### src/rtl/gpio_port_pkg.sv
package gpio_port_pkg;
   localparam int ADDR_W = 3;

   typedef enum logic [ADDR_W-1:0] {
      REG_DATA = 3'd0,
      REG_OE   = 3'd1,
      REG_OD   = 3'd2,
      REG_IEN  = 3'd3,
      REG_EDGE = 3'd4,
      REG_STAT = 3'd5
   } reg_sel_e;

   localparam int STAT_PEND_BIT = 0;
   localparam int STAT_ARM_BIT  = 1;
   localparam int STAT_BITS     = 2;
endpackage

### src/rtl/gpio_port_sync.sv
module gpio_port_sync #(
   parameter int WIDTH  = 8,
   parameter int STAGES = 2
) (
   input  logic             clk,
   input  logic             rst_n,
   input  logic [WIDTH-1:0] d,
   output logic [WIDTH-1:0] q
);
   logic [WIDTH-1:0] stage_q [STAGES];

   for (genvar s = 0; s < STAGES; s++) begin : g_stage
      if (s == 0) begin : g_first
         always_ff @(posedge clk or negedge rst_n) begin
            if (!rst_n) stage_q[0] <= '0;
            else        stage_q[0] <= d;
         end
      end else begin : g_next
         always_ff @(posedge clk or negedge rst_n) begin
            if (!rst_n) stage_q[s] <= '0;
            else        stage_q[s] <= stage_q[s-1];
         end
      end
   end

   assign q = stage_q[STAGES-1];
endmodule

### src/rtl/gpio_port_edge.sv
module gpio_port_edge #(
   parameter int WIDTH = 8
) (
   input  logic             clk,
   input  logic             rst_n,
   input  logic [WIDTH-1:0] smp,
   input  logic [WIDTH-1:0] ien,
   input  logic [WIDTH-1:0] fall_sel,
   output logic [WIDTH-1:0] evt,
   output logic [WIDTH-1:0] act
);
   logic [WIDTH-1:0] prev_q;

   always_ff @(posedge clk or negedge rst_n) begin
      if (!rst_n) prev_q <= '0;
      else        prev_q <= smp;
   end

   for (genvar b = 0; b < WIDTH; b++) begin : g_bit
      logic rise_w, fall_w;
      assign rise_w = smp[b] & ~prev_q[b];
      assign fall_w = ~smp[b] & prev_q[b];
      assign evt[b] = ien[b] & (fall_sel[b] ? fall_w : rise_w);
      assign act[b] = ien[b] & (fall_sel[b] ? ~smp[b] : smp[b]);
   end
endmodule

### src/rtl/gpio_port_irq.sv
module gpio_port_irq #(
   parameter int WIDTH = 8
) (
   input  logic             clk,
   input  logic             rst_n,
   input  logic [WIDTH-1:0] evt,
   input  logic [WIDTH-1:0] act,
   input  logic             clr_pend,
   output logic             pending,
   output logic             armed
);
   logic any_evt, any_act, take;

   assign any_evt = |evt;
   assign any_act = |act;
   assign take    = armed & any_evt;

   always_ff @(posedge clk or negedge rst_n) begin
      if (!rst_n) begin
         armed   <= 1'b1;
         pending <= 1'b0;
      end else begin
         if (take)                   armed <= 1'b0;
         else if (!armed && !any_act) armed <= 1'b1;

         if (take)          pending <= 1'b1;
         else if (clr_pend) pending <= 1'b0;
      end
   end
endmodule

### src/rtl/gpio_port_pad.sv
module gpio_port_pad #(
   parameter int WIDTH      = 8,
   parameter bit OD_SUPPORT = 1'b1
) (
   input  logic [WIDTH-1:0] data,
   input  logic [WIDTH-1:0] oe,
   input  logic [WIDTH-1:0] od,
   output logic [WIDTH-1:0] out,
   output logic [WIDTH-1:0] drive
);
   if (OD_SUPPORT) begin : g_od
      assign drive = oe & ~(od & data);
      assign out   = data & ~od;
   end else begin : g_push_pull
      logic unused_od;
      assign unused_od = ^od;
      assign drive     = oe;
      assign out       = data;
   end
endmodule

### src/rtl/gpio_port_ctrl.sv
module gpio_port_ctrl
   import gpio_port_pkg::*;
#(
   parameter int WIDTH       = 8,
   parameter int BUS_W       = 8,
   parameter int SYNC_STAGES = 2,
   parameter bit OD_SUPPORT  = 1'b1
) (
   input  logic              clk,
   input  logic              rst_n,
   input  logic [ADDR_W-1:0] reg_addr,
   input  logic              reg_wr,
   input  logic [BUS_W-1:0]  reg_wdata,
   output logic [BUS_W-1:0]  reg_rdata,
   input  logic [WIDTH-1:0]  pad_in,
   output logic [WIDTH-1:0]  pad_out,
   output logic [WIDTH-1:0]  pad_drive,
   output logic              port_irq
);
   if (WIDTH < 1 || WIDTH > BUS_W) begin : g_bad_width
      $error("gpio_port_ctrl: WIDTH must be between 1 and BUS_W");
   end
   if (BUS_W < STAT_BITS) begin : g_bad_bus
      $error("gpio_port_ctrl: BUS_W too narrow for the status register");
   end
   if (SYNC_STAGES < 2) begin : g_bad_sync
      $error("gpio_port_ctrl: SYNC_STAGES must be at least 2");
   end

   logic [WIDTH-1:0] data_q, oe_q, od_q, ien_q, edge_q;
   logic [WIDTH-1:0] smp, evt, act;
   logic             pending, armed, clr_pend;

   always_ff @(posedge clk or negedge rst_n) begin
      if (!rst_n) begin
         data_q <= '0;
         oe_q   <= '0;
         od_q   <= '0;
         ien_q  <= '0;
         edge_q <= '0;
      end else if (reg_wr) begin
         case (reg_addr)
            REG_DATA: data_q <= reg_wdata[WIDTH-1:0];
            REG_OE:   oe_q   <= reg_wdata[WIDTH-1:0];
            REG_OD:   od_q   <= reg_wdata[WIDTH-1:0];
            REG_IEN:  ien_q  <= reg_wdata[WIDTH-1:0];
            REG_EDGE: edge_q <= reg_wdata[WIDTH-1:0];
            default: ;
         endcase
      end
   end

   assign clr_pend = reg_wr && (reg_addr == REG_STAT) && reg_wdata[STAT_PEND_BIT];

   always_comb begin
      reg_rdata = '0;
      case (reg_addr)
         REG_DATA: reg_rdata[WIDTH-1:0] = smp;
         REG_OE:   reg_rdata[WIDTH-1:0] = oe_q;
         REG_OD:   reg_rdata[WIDTH-1:0] = od_q;
         REG_IEN:  reg_rdata[WIDTH-1:0] = ien_q;
         REG_EDGE: reg_rdata[WIDTH-1:0] = edge_q;
         REG_STAT: begin
            reg_rdata[STAT_PEND_BIT] = pending;
            reg_rdata[STAT_ARM_BIT]  = armed;
         end
         default: ;
      endcase
   end

   gpio_port_sync #(.WIDTH(WIDTH), .STAGES(SYNC_STAGES)) i_sync (
      .clk(clk), .rst_n(rst_n), .d(pad_in), .q(smp)
   );

   gpio_port_edge #(.WIDTH(WIDTH)) i_edge (
      .clk(clk), .rst_n(rst_n), .smp(smp), .ien(ien_q), .fall_sel(edge_q),
      .evt(evt), .act(act)
   );

   gpio_port_irq #(.WIDTH(WIDTH)) i_irq (
      .clk(clk), .rst_n(rst_n), .evt(evt), .act(act), .clr_pend(clr_pend),
      .pending(pending), .armed(armed)
   );

   gpio_port_pad #(.WIDTH(WIDTH), .OD_SUPPORT(OD_SUPPORT)) i_pad (
      .data(data_q), .oe(oe_q), .od(od_q), .out(pad_out), .drive(pad_drive)
   );

   assign port_irq = pending;
endmodule

### config.mk
export PLATFORM = sky130hd
export DESIGN_NAME = gpio_port_ctrl
export DESIGN_NICKNAME = d
export VERILOG_FILES = /design/src/rtl/gpio_port_pkg.sv /design/src/rtl/gpio_port_sync.sv /design/src/rtl/gpio_port_edge.sv /design/src/rtl/gpio_port_irq.sv /design/src/rtl/gpio_port_pad.sv /design/src/rtl/gpio_port_ctrl.sv
export SDC_FILE = /design/constraint.sdc
export NUM_CORES = 1
export LEC_CHECK = 0
export BUFFER_PORTS_ARGS = -buffer_cell sky130_fd_sc_hd__clkbuf_2
export CORE_ASPECT_RATIO = 0.5
export CORE_MARGIN = 8
export CORE_UTILIZATION = 50
export DETAILED_ROUTE_END_ITERATION = 16
export PLACE_DENSITY = 0.78
export SLEW_MARGIN = 40
export SYNTH_ARGS = -nofsm -noshare
export SYNTH_HDL_FRONTEND = slang
export SYNTH_SLANG_ARGS = --single-unit
### constraint.sdc
create_clock -name clk -period 1.7 [get_ports clk]
set_input_delay 0.34 -clock clk [delete_from_list [all_inputs] [get_ports clk]]
set_output_delay 0.34 -clock clk [all_outputs]
set_load 0.01 [all_outputs]
## Word level (Yosys, flattened, before mapping)

Cells that the tools add are included.

- Flip-flop bits (word level): 66
- Input port bits: 22
- Output and inout port bits: 25
- Word-level logic and storage cells: 106

- Equality and inequality tests: 5
- Multiplexer cells: 22
- Bitwise gates (word level): 54
- Reductions and logical operators: 15

Operators with widths:

| operator | number |
|---|---|
| $and 1x1->1 | 33 |
| $pmux 6 s5 | 1 |
| $and 8x8->8 | 3 |
| $mux 1 | 20 |
| $not 1->1 | 16 |
| $not 8->8 | 2 |
| $reduce_or 8->1 | 2 |
| $pmux 2 s6 | 1 |
| $reduce_and 2->1 | 5 |
| $eq 3x2->1 const B | 2 |
| $eq 3x3->1 const B | 2 |
| $reduce_bool 2->1 | 2 |
| $eq 3x1->1 const B | 1 |
| $logic_and 1x1->1 | 3 |
| $logic_not 3->1 | 1 |
| $logic_not 1->1 | 2 |

## Longest topological paths before layout

Gate-level depths: netlist of run 1.

- Depth after elaboration: 8
- Mapped depth: 6
- Depth with buffers taken out: 5

## Hierarchy

From an unflattened synthesis of run 1, not the netlist that was laid out.

- Cells, all modules: 249
- Area total of the unflattened synthesis: 3335.7 um^2

By module, submodules not included:

| module | instances | cells each | area each (um^2) | sequential area each (um^2) |
|---|---|---|---|---|
| gpio_port_ctrl | 1 | 141 | 1968.1 | 1001.0 |
| gpio_port_edge | 1 | 56 | 690.7 | 200.2 |
| gpio_port_sync | 1 | 24 | 460.4 | 400.4 |
| gpio_port_pad | 1 | 16 | 110.1 | 0.0 |
| gpio_port_irq | 1 | 12 | 106.4 | 51.3 |

## Worst setup path before layout of run 1

No wires, ideal clock.

- Path type: input-to-output
- From: in reg_addr[0]
- To: out reg_rdata[1]
- Data arrival time: 1.287 ns
- Data required time: 1.360 ns
- Setup slack: 0.073 ns
- Cell stages on the path: 3
- Buffers on the path: 1
- Cell sequence: buf_4 -> mux4_2 -> a22o_1

- Longest elaborated chain between the ends: 2
- Elaborated cells on any way between the ends: 7
- Those cells by class: eq/ne: 5; mux: 1; reduce/logical: 1

Ends and longest elaborated chain:

| what | line | text |
|---|---|---|
| from (decl) | gpio_port_ctrl.sv:11 | `input logic [ADDR_W-1:0] reg_addr,` |
| $eq 3x3->1, or another cell as far along | gpio_port_ctrl.sv:57 | `case (reg_addr)` |
| $pmux 2 s6 * | gpio_port_ctrl.sv:57 |  |
| to (decl) | gpio_port_ctrl.sv:14 | `output logic [BUS_W-1:0] reg_rdata,` |

Mark *: on every way between the ends. The rest lies on a longest branch, timed or not.

## Worst setup path in the final report of run 1

- From: reg ien_q[1]
- To: out reg_rdata[1]

- Longest elaborated chain between the ends: 1

Ends and longest elaborated chain:

| what | line | text |
|---|---|---|
| from (decl) | gpio_port_ctrl.sv:30 | `logic [WIDTH-1:0] data_q, oe_q, od_q, ien_q, edge_q;` |
| from (signal assigned) | gpio_port_ctrl.sv:46 | `REG_IEN: ien_q <= reg_wdata[WIDTH-1:0];` |
| $pmux 2 s6 | gpio_port_ctrl.sv:57 |  |

Every way passes these cells.

==> results.py, run 1 <==
metrics = {
    "finish": {
        "multi_input_area_um2": 1270,
        "final_layout_size_suffix_gt1_share_pct": 50.2,
        "antenna_cells": 0,
        "nets": 338,
        "stdcell_count": 394,
        "fillers": 359,
        "regArea_um2": 1650,
        "area_growth_pct": 33.3,
        "finalCoreUtilization_pct": 70.7,
    },
    "synthesis": {
        "synth_seq_area_share_pct": 55.6,
        "synth_top_cell_area_share_pct": 54.7,
        "synth-seq-cells": 66,
        "synthMuxAreaShare_pct": 21.5,
        "yosys.area_share.simple_pct": 11.1,
        "ys_async_sr_fraction_pct": 100,
        "ys_warn_count": 0,
        "synth_top_family_by_area": "multiplexers",
        "synth_fa_ha_area_share_pct": 0,
        "yosysMostFrequentCell": "dfrtp_1",
        "synth_nets": 242,
        "yosysTopAreaCell": "dfrtp_1",
        "synth_compound_area_share_pct": 7.70,
        "synth_xor_area_share_pct": 2.36,
        "ys_types": 36,
        "ys.flop_type": "dfrtp_1",
        "mappedNetlistArea_um2": 2970,
        "syn_inst": 220,
        "synth.area.top_cells": "dfrtp_1 55%, mux2_2 16%, mux2i_1 3.4%",
        "synth_edf_count": 0,
        "syn_area_per_cell_um2": 13.5,
        "synth_common_cells": "65 x dfrtp_1, 42 x mux2_2, 10 x mux2i_1, 10 x nand2_1, 9 x nor2_1",
    },
    "sta": {
        "fin_setup_tns_ns": -0.348,
        "hold_violations": 0,
        "report.final.slew_viol_count": 0,
        "fmax_mhz": 531,
        "hold_ws_ns": 0.0190,
        "post-route-period-util_pct": 111,
        "setup_ws_ns": -0.182,
        "relSlewSlack_pct": 77.3,
        "setup_viol": 3,
        "worstMarginPinSlew_ns": 0.341,
        "fin_crit_ns": 1.88,
        "skew_ns": 0.00383,
        "rsz0062_at_grt": "true",
    },
    "drt": {
        "vias_per_cell": 5.74,
        "met1_length_mm": 3.07,
        "route.detailed.drc": 0,
        "met2_length_mm": 3.42,
        "drt_first_pass_iters": 5,
        "ant_nets": 0,
        "dr.first_iter.drc_count": 147,
        "highest_layer": "met4",
        "vias": 2260,
        "wl_met3_um": 641,
        "wl_per_cell_um": 18.7,
        "drt-total-wl_mm": 7.37,
    },
    "clock_tree": {
        "worstSkewPairLatency_ns": 0.34,
        "clock_path_buffers": 2,
        "cts_root_buffer": "clkbuf_16",
        "cts_buffers": 9,
        "cts_tree": "done",
        "numClockSinks": 66,
        "htree_num_levels": 3,
        "clk_pin_slew_ns": 0.05,
    },
    "setup_path": {
        "cp-start-kind": "register",
        "worstPathArrival_ns": 1.54,
        "r2r_setup_slack_ns": 0.11,
        "cp-end-kind": "output pin",
        "reg2reg_to": "i_irq.pending",
        "worstPathRequired_ns": 1.36,
        "crit_path_max_fanout": 2,
        "reg2regPathDepth": 5,
        "path_class": "register to output pin",
        "rr_startpoint": "ien_q[6]",
    },
    "die": {
        "num_rows": 19,
        "die_height_um": 70.5,
        "dieArea_um2": 8820,
        "die_width_um": 125,
        "start_util_pct": 53.0,
        "coreArea_um2": 5610,
        "io_pins": 47,
    },
    "pwr": {
        "ir_drop_v": 0.000634,
        "pwr_density_cell_nw_per_um2": 1250,
        "p_leak_nw": 1.85,
    },
    "grt": {
        "grt.total_usage_pct": 17.9,
        "grt_overflow_total": 0,
        "grt_pass1_wl_mm": 12.2,
        "grt_pass1_vias": 2328,
        "grt_max_degree": 67,
        "antenna_found_initial": 0,
    },
    "hold_path": {
        "worst_hold_path_type": "primary input to asynchronous set/reset pin",
    },
    "place": {
        "placement.io_buffers": 46,
        "place_congestion": 0.848,
        "hpwl_mm": 4.98,
        "place_inst": 355,
    },
    "run_status": {
        "outcome": "complete, but fails checks",
        "violations": "setup timing",
    },
    "job": {
        "cap_viol_max_count": 0,
    },
}
-- power breakdown --
part	leakage, nW	internal, W	switching, W	total (W)
logic	0.932	0.000634	0.000505	0.00114
registers	0.780	0.00184	0.000229	0.00207
clock network	0.142	0.00107	0.000685	0.00175
-- state kept, by name, indices dropped and copies added, names as in the netlist --
name,flops
i_irq.pending,1
i_irq.armed,1
data_q,8
i_edge.prev_q,8
oe_q,8
ien_q,8
od_q,8
i_sync.stage_q,8
i_sync.q,8
edge_q,8
-- metal layers --
| layer | global-route usage, % | vias to the layer above |
|---|---|---|
| met4 | 9.36 | 0 |
| met5 | 0 | - |
| li1 | - | 1011 |
| met1 | 21.7 | 1105 |
| met3 | 6.21 | 29 |
| met2 | 28.0 | 115 |
-- kinds of logic (layout without fill, tap and decap cells) --
| logic type | after synthesis | in the layout |
|---|---|---|
| multiplexers | 55 | 55 |
| flip-flops | 66 | 66 |
| AO/OA/AOI/OAI | 33 | 33 |
| XOR/XNOR | 8 | 8 |
| AND/OR/NAND/NOR | 50 | 50 |
| buffers and inverters | 8 | 109 |
-- cells in the final DEF, fill, tap and decap left out, types with 3 or more instances in the layout --
master and instances:
a211oi_1 3, a21boi_0 8, a21oi_1 5, a22oi_1 4
and4b_1 3, buf_12 5, buf_2 3, buf_4 37
clkbuf_16 9, clkbuf_2 42, clkinv_4 3, dfrtp_1 65
mux2_2 42, mux2i_1 10, mux4_2 3, nand2_1 10
nand2b_1 3, nor2_1 9, nor2b_1 8, nor4bb_1 3
o22ai_1 8, xor2_1 8
-- worst max-delay path, cell delays in order, from the launching register on --
cell and delay [ns]:
dfrtp_1 0.39, mux4_2 0.46, a22o_1 0.22, buf_2 0.14
-- per-stage QoR --
step,cell area [um^2],worst slack [ns],total power [W]
3_5_place_dp,3480,-0.0407,0.00305
2_1_floorplan,2970,0.0728,0.00264
5_1_grt,3960,-0.216,0.00519
6_report,3960,-0.182,0.00496
3_3_place_gp,3480,-0.0327,0.00300
4_1_cts,3860,-0.188,0.00490
-- cell type report --
type | count | area share [%]
repair buffers | 91 | 16.4
well taps | 73 | 2.30
multi-input cells | 146 | 32.1
inverters | 2 | 0.189
flip-flops and latches | 66 | 41.7
clock buffers | 11 | 6.38
clock inverters | 5 | 0.979
-- timing repair --
item | CTS | global route
hold buffers | 0 | 0
hold endpoints to repair | 0 | 0
resized for setup | 1 | 9
setup buffers | 12 | 12
gates cloned | 0 | 0
pin swaps | 2 | 4
endpoints found under the setup margin | 5 | 9
-- how the worst max path moves through the flow --
stage	startpoint	end	slack [ns]	cells past startpoint
2_1_floorplan	reg_addr[0]	reg_rdata[1]	0.07	3
3_3_place_gp	reg_addr[0]	reg_rdata[1]	-0.03	4
3_5_place_dp	reg_addr[0]	data_q[5]	-0.04	6
4_1_cts	ien_q[1]	reg_rdata[1]	-0.19	3
5_1_grt	ien_q[1]	reg_rdata[1]	-0.22	3
6_report	ien_q[1]	reg_rdata[1]	-0.18	3
No activity file was read; power rests on OpenSTA's default activity.
==> inputs of run 2 (changes only) <==
- CTS_BUF_LIST: unset -> sky130_fd_sc_hd__clkbuf_16
- CTS_CLUSTER_DIAMETER: unset -> 120
- PLACE_DENSITY: 0.78 -> 0.77
- SYNTH_HIERARCHICAL: unset -> 1
==> results.py, run 2 <==
metrics = {
    "run_status": {
        "outcome": "complete, but fails checks",
        "violations": "hold timing, setup timing",
    },
    "clock_tree": {
        "numClockSinks": 66,
        "worstSkewPairLatency_ns": 0.33,
        "cts_buffers": 9,
        "clk_pin_slew_ns": 0.05,
        "cts_root_buffer": "clkbuf_16",
        "htree_num_levels": 3,
        "cts_tree": "done",
        "clock_path_buffers": 2,
    },
    "setup_path": {
        "crit_chain": "mux4_2 -> a22o_1 -> clkbuf_2",
        "cp_slowest_cell": "mux4_2",
        "timing.critical_path.buf_inv": 1,
        "r2r_setup_slack_ns": 0.13,
        "cp-start-kind": "register",
        "path_class": "register to output pin",
        "worstPathRequired_ns": 1.36,
        "reg2regPathDepth": 7,
        "crit_path_max_fanout": 2,
        "worstPathArrival_ns": 1.49,
        "rr_startpoint": "i_sync/q[3]",
        "cpPeakStageDelay_ns": 0.46,
        "crit_family": "multiplexers",
        "reg2reg_to": "i_irq/pending",
        "cp-end-kind": "output pin",
    },
    "sta": {
        "setup_viol": 3,
        "fmax_mhz": 546,
        "worstMarginPinSlew_ns": 0.346,
        "report.final.slew_viol_count": 0,
        "fin_crit_ns": 1.83,
        "hold_ws_ns": -0.000886,
        "skew_ns": 0.00497,
        "rsz0062_at_grt": "true",
        "setup_ws_ns": -0.131,
        "post-route-period-util_pct": 108,
        "hold_violations": 4,
        "relSlewSlack_pct": 76.7,
        "fin_setup_tns_ns": -0.204,
    },
    "drt": {
        "vias_per_cell": 5.32,
        "ant_nets": 0,
        "route.detailed.drc": 0,
        "drt_first_pass_iters": 5,
        "vias": 2346,
        "dr.first_iter.drc_count": 195,
        "drt-total-wl_mm": 8.17,
        "wl_per_cell_um": 18.5,
    },
    "synthesis": {
        "ys_warn_count": 6,
        "synth_top_cell_area_share_pct": 48.8,
        "ys_types": 31,
        "ys_async_sr_fraction_pct": 100,
        "ys.flop_type": "dfrtp_1",
        "yosysMostFrequentCell": "dfrtp_1",
        "synth.area.top_cells": "dfrtp_1 49%, mux2_2 11%, nand2b_4 7.8%",
        "syn_area_per_cell_um2": 13.4,
        "synth_common_cells": "65 x dfrtp_1, 32 x mux2_2, 19 x nand2b_4",
        "yosysTopAreaCell": "dfrtp_1",
        "synth_edf_count": 0,
        "synth_nets": 271,
        "synth_seq_area_share_pct": 49.5,
        "mappedNetlistArea_um2": 3340,
        "syn_inst": 249,
        "synth-seq-cells": 66,
    },
    "finish": {
        "final_cell_mix": "62 x dfrtp_1, 50 x buf_4, 39 x clkbuf_2",
        "final_layout_size_suffix_gt1_share_pct": 57.0,
        "regArea_um2": 1660,
        "area_growth_pct": 31.3,
        "antenna_cells": 0,
        "finalCoreUtilization_pct": 66.7,
        "multi_input_area_um2": 1580,
        "design_area_um2": 4380,
        "nets": 366,
        "fillers": 474,
        "mostFrequentLayoutCell": "dfrtp_1",
    },
    "die": {
        "start_util_pct": 50.8,
        "io_pins": 47,
        "die_height_um": 73.8,
        "num_rows": 21,
        "dieArea_um2": 9700,
        "die_width_um": 132,
        "coreArea_um2": 6570,
    },
    "grt": {
        "grt_pass1_vias": 2547,
        "grt_max_degree": 67,
        "grt_pass1_wl_mm": 13.2,
        "antenna_found_initial": 0,
        "grt_overflow_total": 0,
        "grt.total_usage_pct": 17.8,
    },
    "place": {
        "place_congestion": 0.854,
        "hpwl_mm": 5.67,
        "placement.io_buffers": 46,
        "placed_area_um2": 3800,
    },
    "pwr": {
        "p_leak_nw": 2.09,
        "pwr_density_cell_nw_per_um2": 1300,
        "ir_drop_v": 0.000606,
    },
    "hold_path": {
        "worst_hold_path_type": "primary input to asynchronous set/reset pin",
    },
    "job": {
        "cap_viol_max_count": 0,
    },
}
[run 2: layout make-up]
class                      instances  area share, %
timing repair buffer              99           15.1
inverter                           3          0.257
sequential                        66           37.8
multi-input combinational        165           36.1
clock buffer                       9           5.14
clock inverter                     7           3.00
tap                               92           2.63
[run 2: metrics by stage]
step                worst slack, ns  hold WS, ns  instances  total power (W)
floorplan                    0.0684       0.0444        249          0.00285
global placement            -0.0108        0.334        401          0.00320
detailed placement          -0.0279        0.335        401          0.00328
CTS                          -0.133       0.0345        436          0.00565
global route                 -0.182       0.0599        441          0.00591
finish                       -0.131    -0.000886        441          0.00569
[run 2: report_power, final]
group / internal [W] / switching, W
sequential: 0.00184 / 0.000233
clock: 0.00156 / 0.000638
combinational: 0.000793 / 0.000620
total: 0.00420 / 0.00149
[run 2: what timing repair did]
| item | in CTS | in global routing |
|---|---|---|
| pin swaps | 3 | 3 |
| resized for setup | 7 | 10 |
| endpoints found under the hold margin | 0 | 0 |
| hold buffers | 0 | 0 |
| setup buffers | 19 | 5 |
| endpoints found under the setup margin | 8 | 10 |
[run 2: worst reg2reg max path, cell delays in order, from the launching register on]
cell      delay (ns)
dfrtp_1         0.35
buf_4           0.11
buf_4           0.12
nand2b_4        0.14
o22ai_2         0.09
nor4_2          0.33
nand2_1         0.13
a22o_1          0.19
[run 2: cells by family (layout without fill, tap and decap cells)]
family,count (synthesis),after routing,share of synthesized area (%)
flip-flops,66,66,49.6
buffers and inverters,18,118,3.68
multiplexers,55,55,19.3
AO/OA/AOI/OAI,38,38,10.9
AND/OR/NAND/NOR,72,72,16.6
[run 2: worst max path at each step]
stage              endpoint   startpoint  cells after the start  slack [ns]
3_5_place_dp   reg_rdata[5]  reg_addr[0]                      4       -0.03
4_1_cts        reg_rdata[5]      oe_q[5]                      3       -0.13
2_1_floorplan  reg_rdata[2]  reg_addr[1]                      5        0.07
6_report       reg_rdata[5]  i_sync/q[5]                      3       -0.13
3_3_place_gp   reg_rdata[5]  reg_addr[0]                      4       -0.01
5_1_grt        reg_rdata[5]      od_q[5]                      3       -0.18
[run 2: routing by layer]
| layer | up-vias | share of wire, % | global-route usage, % |
|---|---|---|---|
| met2 | 63 | 49 | 29.7 |
| met5 | - | 0 | 0 |
| li1 | 1070 | - | - |
| met1 | 1199 | 44 | 21.4 |
| met3 | 14 | 5.5 | 4.91 |
| met4 | 0 | 1.9 | 8.07 |
